$ cat src/rtl/pwmeas_pkg.sv
package pwmeas_pkg;

   typedef enum logic [1:0] {
      ST_IDLE  = 2'b00,
      ST_WAIT  = 2'b01,
      ST_COUNT = 2'b10
   } pwmeas_state_e;

   localparam logic [1:0] MODE_LOW_WIDTH  = 2'b10;
   localparam logic [1:0] MODE_HIGH_WIDTH = 2'b11;

endpackage

$ cat src/rtl/pwmeas_edge.sv
module pwmeas_edge #(
   parameter int SYNC_STAGES = 2,
   parameter bit RST_LEVEL   = 1'b0
) (
   input  logic clk,
   input  logic rst_n,
   input  logic smp_en,
   input  logic pin_in,
   output logic rise,
   output logic fall
);

   logic [SYNC_STAGES-1:0] sync_q;
   logic                   smp_q;
   logic                   sync_out;

   generate
      if (SYNC_STAGES < 2) begin : g_bad_sync
         $error("pwmeas_edge: SYNC_STAGES must be at least 2");
      end
   endgenerate

   always_ff @(posedge clk or negedge rst_n) begin
      if (!rst_n) begin
         sync_q <= {SYNC_STAGES{RST_LEVEL}};
      end else begin
         sync_q <= {sync_q[SYNC_STAGES-2:0], pin_in};
      end
   end

   assign sync_out = sync_q[SYNC_STAGES-1];

   // Sampled level only advances on count-clock ticks.
   always_ff @(posedge clk or negedge rst_n) begin
      if (!rst_n) begin
         smp_q <= RST_LEVEL;
      end else if (smp_en) begin
         smp_q <= sync_out;
      end
   end

   assign rise = smp_en &  sync_out & ~smp_q;
   assign fall = smp_en & ~sync_out &  smp_q;

endmodule

$ cat src/rtl/pwmeas_counter.sv
module pwmeas_counter #(
   parameter int CNT_W = 16
) (
   input  logic             clk,
   input  logic             rst_n,
   input  logic             load_zero,
   input  logic             step,
   output logic [CNT_W-1:0] count,
   output logic             wrapped
);

   localparam logic [CNT_W-1:0] CNT_MAX = {CNT_W{1'b1}};
   localparam logic [CNT_W-1:0] CNT_ONE = {{(CNT_W-1){1'b0}}, 1'b1};

   always_ff @(posedge clk or negedge rst_n) begin
      if (!rst_n) begin
         count   <= '0;
         wrapped <= 1'b0;
      end else if (load_zero) begin
         count   <= '0;
         wrapped <= 1'b0;
      end else if (step) begin
         count <= count + CNT_ONE;
         if (count == CNT_MAX) begin
            wrapped <= 1'b1;
         end
      end
   end

endmodule

$ cat src/rtl/pwmeas_ctrl.sv
module pwmeas_ctrl
   import pwmeas_pkg::*;
(
   input  logic          clk,
   input  logic          rst_n,
   input  logic          cnt_en,
   input  logic          start_req,
   input  logic          stop_req,
   input  logic [1:0]    mode_sel,
   input  logic          pin_rise,
   input  logic          pin_fall,
   output pwmeas_state_e state,
   output logic          load_zero,
   output logic          step,
   output logic          cap_fire
);

   pwmeas_state_e st_next;
   logic          mode_valid;
   logic          edge_begin;
   logic          edge_end;

   assign mode_valid = mode_sel[1];
   assign edge_begin = mode_valid & (mode_sel[0] ? pin_rise : pin_fall);
   assign edge_end   = mode_valid & (mode_sel[0] ? pin_fall : pin_rise);

   always_comb begin
      st_next   = state;
      load_zero = 1'b0;
      step      = 1'b0;
      cap_fire  = 1'b0;
      if (stop_req) begin
         st_next = ST_IDLE;
      end else begin
         unique case (state)
            ST_IDLE: begin
               if (start_req) st_next = ST_WAIT;
            end
            ST_WAIT: begin
               if (edge_begin) begin
                  load_zero = 1'b1;
                  st_next   = ST_COUNT;
               end
            end
            ST_COUNT: begin
               if (cnt_en) begin
                  step = 1'b1;
                  if (edge_end) begin
                     cap_fire = 1'b1;
                     st_next  = ST_WAIT;
                  end
               end
            end
            default: st_next = ST_IDLE;
         endcase
      end
   end

   always_ff @(posedge clk or negedge rst_n) begin
      if (!rst_n) state <= ST_IDLE;
      else        state <= st_next;
   end

endmodule

$ cat src/rtl/pulse_width_meter.sv
module pulse_width_meter
   import pwmeas_pkg::*;
#(
   parameter int CNT_W       = 16,
   parameter int SYNC_STAGES = 2,
   parameter bit PIN_RST_LVL = 1'b0
) (
   input  logic             clk,
   input  logic             rst_n,
   input  logic             cnt_en,
   input  logic             pin_in,
   input  logic             start_req,
   input  logic             stop_req,
   input  logic [1:0]       mode_sel,
   output logic [CNT_W-1:0] cap_value,
   output logic             ovf_flag,
   output logic             chan_en,
   output logic             cap_irq
);

   generate
      if (CNT_W < 2) begin : g_bad_width
         $error("pulse_width_meter: CNT_W must be at least 2");
      end
   endgenerate

   logic             pin_rise;
   logic             pin_fall;
   logic             load_zero;
   logic             step;
   logic             cap_fire;
   logic [CNT_W-1:0] cnt_q;
   logic             wrap_q;
   pwmeas_state_e    st_q;

   pwmeas_edge #(
      .SYNC_STAGES (SYNC_STAGES),
      .RST_LEVEL   (PIN_RST_LVL)
   ) u_edge (
      .clk    (clk),
      .rst_n  (rst_n),
      .smp_en (cnt_en),
      .pin_in (pin_in),
      .rise   (pin_rise),
      .fall   (pin_fall)
   );

   pwmeas_ctrl u_ctrl (
      .clk       (clk),
      .rst_n     (rst_n),
      .cnt_en    (cnt_en),
      .start_req (start_req),
      .stop_req  (stop_req),
      .mode_sel  (mode_sel),
      .pin_rise  (pin_rise),
      .pin_fall  (pin_fall),
      .state     (st_q),
      .load_zero (load_zero),
      .step      (step),
      .cap_fire  (cap_fire)
   );

   pwmeas_counter #(
      .CNT_W (CNT_W)
   ) u_cnt (
      .clk       (clk),
      .rst_n     (rst_n),
      .load_zero (load_zero),
      .step      (step),
      .count     (cnt_q),
      .wrapped   (wrap_q)
   );

   // Capture register, status flag and interrupt update on the same edge.
   always_ff @(posedge clk or negedge rst_n) begin
      if (!rst_n) begin
         cap_value <= '0;
         ovf_flag  <= 1'b0;
         cap_irq   <= 1'b0;
      end else begin
         cap_irq <= cap_fire;
         if (cap_fire) begin
            cap_value <= cnt_q;
            ovf_flag  <= wrap_q;
         end
      end
   end

   assign chan_en = (st_q != ST_IDLE);

endmodule

$ cat config.mk
export PLATFORM = sky130hd
export DESIGN_NAME = pulse_width_meter
export DESIGN_NICKNAME = d
export VERILOG_FILES = /design/src/rtl/pwmeas_pkg.sv /design/src/rtl/pwmeas_edge.sv /design/src/rtl/pwmeas_counter.sv /design/src/rtl/pwmeas_ctrl.sv /design/src/rtl/pulse_width_meter.sv
export SDC_FILE = /design/constraint.sdc
export NUM_CORES = 1
export LEC_CHECK = 0
export BUFFER_PORTS_ARGS = -buffer_cell sky130_fd_sc_hd__buf_4
export CAP_MARGIN = 20
export CORE_MARGIN = 3
export CORE_UTILIZATION = 50
export CTS_CLUSTER_SIZE = 40
export DETAILED_ROUTE_END_ITERATION = 7
export GPL_TIMING_DRIVEN = 0
export PLACE_DENSITY = 0.77
export SLEW_MARGIN = 20
export SYNTH_ARGS = -nofsm -noshare
export SYNTH_HDL_FRONTEND = slang
export SYNTH_SLANG_ARGS = --single-unit
export TNS_END_PERCENT = 10
$ cat constraint.sdc
create_clock -name clk -period 1.8 [get_ports clk]
set_input_delay 0.45 -clock clk [delete_from_list [all_inputs] [get_ports clk]]
set_output_delay 0.45 -clock clk [all_outputs]
set_load 0.005 [all_outputs]
=== After elaboration in Yosys (flattened, before gate mapping) ===
Cells that the tools add are included.

* Register bits: 40
* Word-level logic and storage cells: 53
* Output and inout port bits: 19

* Mux-type cells: 23
* Bitwise operators: 8
* Eq/ne operators: 7
* Reductions and logical operators: 6
* $add $sub $neg: 1

{| class="wikitable"
|+ Operators by type and width
! operator !! number
|-
| $mux W16 || 2
|-
| $add A16 B1 Y16 const B || 1
|-
| $eq A16 B16 Y1 const B || 1
|-
| $mux W1 || 15
|-
| $mux W2 || 5
|-
| $and A1 B1 Y1 || 6
|-
| $ne A3 B2 Y1 const B || 2
|-
| $ne A3 B3 Y1 const B || 2
|-
| $pmux W2 S3 || 1
|-
| $reduce_bool A2 Y1 || 3
|-
| $reduce_and A4 Y1 || 1
|-
| $eq A2 B1 Y1 const B || 1
|-
| $eq A2 B2 Y1 const B || 1
|-
| $logic_not A2 Y1 || 1
|-
| $not A1 Y1 || 2
|-
| $reduce_and A2 Y1 || 1
|}

=== Longest topological paths before layout ===
* Word-level depth: 10
* Mapped depth: 6
* Gate-level depth less buffers: 5

=== Cells and area by module ===
From an unflattened synthesis, not the netlist that was laid out.

* Cell total of the unflattened synthesis: 141
* Area, all modules: 1836.8 um^2

{| class="wikitable"
|+ Modules (own cells, without submodules)
! module !! instances !! cells each !! area an instance (um^2) !! seq. area each (um^2)
|-
| pwmeas_counter || 1 || 81 || 845.8 || 425.4
|-
| pulse_width_meter || 1 || 38 || 716.9 || 450.4
|-
| pwmeas_ctrl || 1 || 16 || 163.9 || 50.0
|-
| pwmeas_edge || 1 || 6 || 110.1 || 75.1
|}

=== Least setup slack after synthesis ===
No wires, ideal clock.

* Kind: input -> register
* Start point: input port mode_sel[0]
* End point: register cap_value[0]
* Path slack: -86 ps
* Path buffers: 2
* Data arrival time: 1761 ps
* Stages on the path: 6
* Cells stage by stage: or3b_1 a21oi_1 nor3b_1 buf_4 buf_6 mux2_2

* Cells in the longest elaborated chain, start to end: 6

{| class="wikitable"
|+ RTL lines
! item !! RTL line !! RTL
|-
| start: declaration || pulse_width_meter.sv:14 || <nowiki>input logic [1:0] mode_sel,</nowiki>
|-
| $mux W1 || pwmeas_ctrl.sv:25 || <nowiki>assign edge_end = mode_valid & (mode_sel[0] ? pin_fall : pin_rise);</nowiki>
|-
| $and A1 B1 Y1 || pwmeas_ctrl.sv:25 ||
|-
| $mux W1 || pwmeas_ctrl.sv:48 || <nowiki>if (edge_end) begin</nowiki>
|-
| $mux W1 || pwmeas_ctrl.sv:46 || <nowiki>if (cnt_en) begin</nowiki>
|-
| $mux W1 || pwmeas_ctrl.sv:35 || <nowiki>unique case (state)</nowiki>
|-
| $mux W1 || pwmeas_ctrl.sv:32 || <nowiki>if (stop_req) begin</nowiki>
|-
| named net cap_fire || pulse_width_meter.sv:31 || <nowiki>logic cap_fire;</nowiki>
|-
| end signal: assignment || pulse_width_meter.sv:83 || <nowiki>cap_value <= cnt_q;</nowiki>
|-
| end: declaration || pulse_width_meter.sv:15 || <nowiki>output logic [CNT_W-1:0] cap_value,</nowiki>
|}

The timed path passes the listed nets, and every way through them passes these cells.
A chain may end at the register's enable or synchronous reset.

=== Worst setup path in the final report ===
* Start point: register u_edge.smp_q
* End point: register cap_value[15]

* Cells in the longest elaborated chain, start to end: 8

{| class="wikitable"
|+ RTL lines
! item !! RTL line !! RTL
|-
| start: declaration || pwmeas_edge.sv:14 || <nowiki>logic smp_q;</nowiki>
|-
| start signal: assignment || pwmeas_edge.sv:38 || <nowiki>smp_q <= sync_out;</nowiki>
|-
| $not A1 Y1 || pwmeas_edge.sv:42 || <nowiki>assign rise = smp_en & sync_out & ~smp_q;</nowiki>
|-
| $and A1 B1 Y1 || pwmeas_edge.sv:42 ||
|-
| $mux W1 (*) || pwmeas_ctrl.sv:25 ||
|-
| $and A1 B1 Y1 (*) || pwmeas_ctrl.sv:25 ||
|-
| $mux W1 (*) || pwmeas_ctrl.sv:48 ||
|-
| $mux W1 (*) || pwmeas_ctrl.sv:46 ||
|-
| $mux W1 (*) || pwmeas_ctrl.sv:35 ||
|-
| $mux W1 (*) || pwmeas_ctrl.sv:32 ||
|-
| named net cap_fire || pulse_width_meter.sv:31 ||
|}

Mark *: on every way through the listed nets, which the timed path passes. The rest lies on a longest branch.

==> flow_summary.toml <==
[status]
status = "finished with violations"
violations = "setup timing"

[sta]
rsz0062_at_grt = "true"
layout_setup_ws_ns = -0.0690
hold_viol_final = 0
fmax_mhz = 535
clock_skew_ns = 0.00686
finalMaxSlewViolations = 0
min_period_ns = 1.87
tightestPinTransition_ns = 0.582
fin_crit_sh = 1.04
setup_viol = 19
slew_headroom = 0.606

[yosys]
synth_cells = 150
yosys_warnings = 0
synth_top_area_share = 0.564
ys_ff_latch = 40
avgSynthCellArea_um2 = 11.8
synthTopCellsByArea = "dfrtp_1, mux2_2, xnor2_1, nor2_1, a21oi_1"
ys_seq_area_frac = 0.564
synth_top_area_cell = "dfrtp_1"
synth_nets = 159
synth_area_um2 = 1780
ys_types = 39

[placement]
post-dp-hpwl_mm = 2.34
place.gp.congestion = 0.758
io_buffers = 26
dp_cells = 222

[clock_network]
cts_buffer_depth = 2
cts_made_buffers = 5
cts_sinks = 40
cts_tree = "done"
hold_buffers = 0
cts_root_buf = "clkbuf_4"
htreeDepth = 2
cts.clk_slew.worst_paths_ns = 0.11
insertion_delay_ns = 0.34

[critical_path]
reg2reg_depth = 6
cp-start-kind = "register"
worstSetupPathType = "register to register"
r2r-end = "cap_value[15]$_DFFE_PN0P_"
r2r_start = "u_edge.smp_q$_DFFE_PN0P_"
crit_required_ns = 2.03
crit_fanout = 5
setup.worst_path.end = "cap_value[15]$_DFFE_PN0P_"
critical_path.startpoint = "u_edge.smp_q$_DFFE_PN0P_"
r2r_setup_slack_ns = -0.07
arrival_ns = 2.10
end_kind = "register"

[die]
ioPinCount = 27
dieArea_um2 = 4300
start_util = 0.524
core-area_um2 = 3390
die_w_um = 65.6
die_h_um = 65.6
rows = 21

[final_layout]
antenna_cells = 0
layout_commonest_cell = "dfrtp_1"
most-common-layout-cells = "dfrtp_1, buf_4, mux2_4"
syn_to_final_growth_pct = 28.8
layout-drive-gt1-share = 0.387
final_nets = 200
final_cell_count_no_fill = 237

[pwr]
fin_total_pwr_w = 0.00155
vdd_drop_max_mv = 0.471
total_leakage_power_nw = 1.10
powerDensity_nw_per_um2 = 680

[grt]
grt_overflow = 0
antenna_found_initial = 0
grt_max_degree = 41
grt_pass1_vias = 1246
track_usage = 0.181
grt_pass1_wl_mm = 5.79

[detailed_routing]
vias_per_cell = 5.40
wl_mm = 3.68
drc = 0
drt_pass1_iterations = 4
wl_per_cell_um = 15.5
drt_iter0_drc = 78
vias = 1280
postRouteAntennaNets = 0

[flow_run]
cap_violations = 0

[min_path]
hold_class = "input pin to async pin"
cells in the mapped netlist (all sizes together):
cell type  instances
dfrtp             40
mux2              18
nor2              13
nand2              8
xnor2              8
a21oi              7
inv                5
o21ai              5
nand3              4
nor3               4
nor4               4
or3                4
buf                3
and3               2
clkbuf             2
nand2b             2
nand4              2
nor3b              2
a211oi             1
a21o               1
a31o               1
a31oi              1
and3b              1
and4               1
ha                 1
nand3b             1
nand4bb            1
nor4bb             1
o211a              1
o211ai             1
o22a               1
or2                1
or3b               1
or4                1
xor2               1
worst min-delay path by stage:
| stage | end | slack, ns | cells past startpoint |
|---|---|---|---|
| 3_5_place_dp | u_edge.sync_q[1]$_DFF_PN0_ | 0.34 | 0 |
| 5_1_grt | u_cnt.count[3]$_DFFE_PN0P_ | 0.07 | 1 |
| 6_report | cap_value[0]$_DFFE_PN0P_ | 0.05 | 1 |
| 3_3_place_gp | u_edge.sync_q[1]$_DFF_PN0_ | 0.33 | 0 |
| 2_1_floorplan | cap_irq$_DFF_PN0_ | 0.15 | 0 |
| 4_1_cts | cap_value[0]$_DFFE_PN0P_ | 0.07 | 1 |
kinds of logic after synthesis:
kind of cell | Yosys count | synth area share
DFF | 40 | 0.564
muxes | 18 | 0.114
and+or+nand+nor | 53 | 0.178
xor gates and xnor gates | 9 | 0.0444
adders and majority gates | 1 | 0.00705
buffers and inverters | 10 | 0.0275
AOI/OAI and AO/OA | 19 | 0.0655
power breakdown:
part | leakage (nW) | switching (W) | internal (W) | total [W]
clock | 0.0374 | 0.000265 | 0.000222 | 0.000487
combinational | 0.524 | 0.0000530 | 0.0000643 | 0.000117
sequential | 0.540 | 0.0000255 | 0.000924 | 0.000949
layer usage:
metal	track usage	vias up	part of all wire
met5	0	-	0
met4	0.0777	0	0.014
met3	0.0598	6	0.045
met2	0.295	24	0.51
met1	0.219	641	0.43
li1	-	609	-
worst max-delay path: stages, from the launching register on:
cell	delay [ns]
dfrtp_1	0.41
or3b_1	0.37
a21oi_2	0.17
nor3b_2	0.20
buf_6	0.16
buf_8	0.13
mux2_2	0.33
stage by stage:
stage | setup slack (ns) | setup TNS [ns] | area, um2 | hold WS (ns) | util
after detailed placement | -0.321 | -6.33 | 2040 | 0.342 | 0.601
after global routing | -0.141 | -3.11 | 2290 | 0.0685 | 0.674
after global placement | -0.296 | -5.69 | 2040 | 0.334 | 0.601
final | -0.0690 | -0.901 | 2290 | 0.0492 | 0.674
after CTS | -0.0777 | -1.03 | 2200 | 0.0661 | 0.649
after floorplan | -0.0449 | -0.359 | 1780 | 0.154 | -
final cells by class:
class / instances / area, um2
plain buffers: 5 / 38.8
repair buffers: 34 / 285
fillers: 260 / 1100
well taps: 46 / 57.6
flip-flops and latches: 40 / 1000
inverters: 5 / 18.8
multi-input cells: 100 / 817
clock buffers: 7 / 65.1
state kept, by name (all words and copies together) (netlist names):
signal and count:
cap_value 16, cap_irq 1, u_edge.smp_q 1, u_ctrl.state 2, u_edge.sync_q 2, ovf_flag 1, u_cnt.count 16, u_cnt.wrapped 1
what timing repair did:
item,in CTS,in global routing
setup endpoints to repair,30,27
gates cloned,0,1
endpoints found under the hold margin,0,0
pin swaps,1,2
resized for setup,13,10
buffers inserted,4,3
Note: power is estimated with default switching activity, not from simulation.
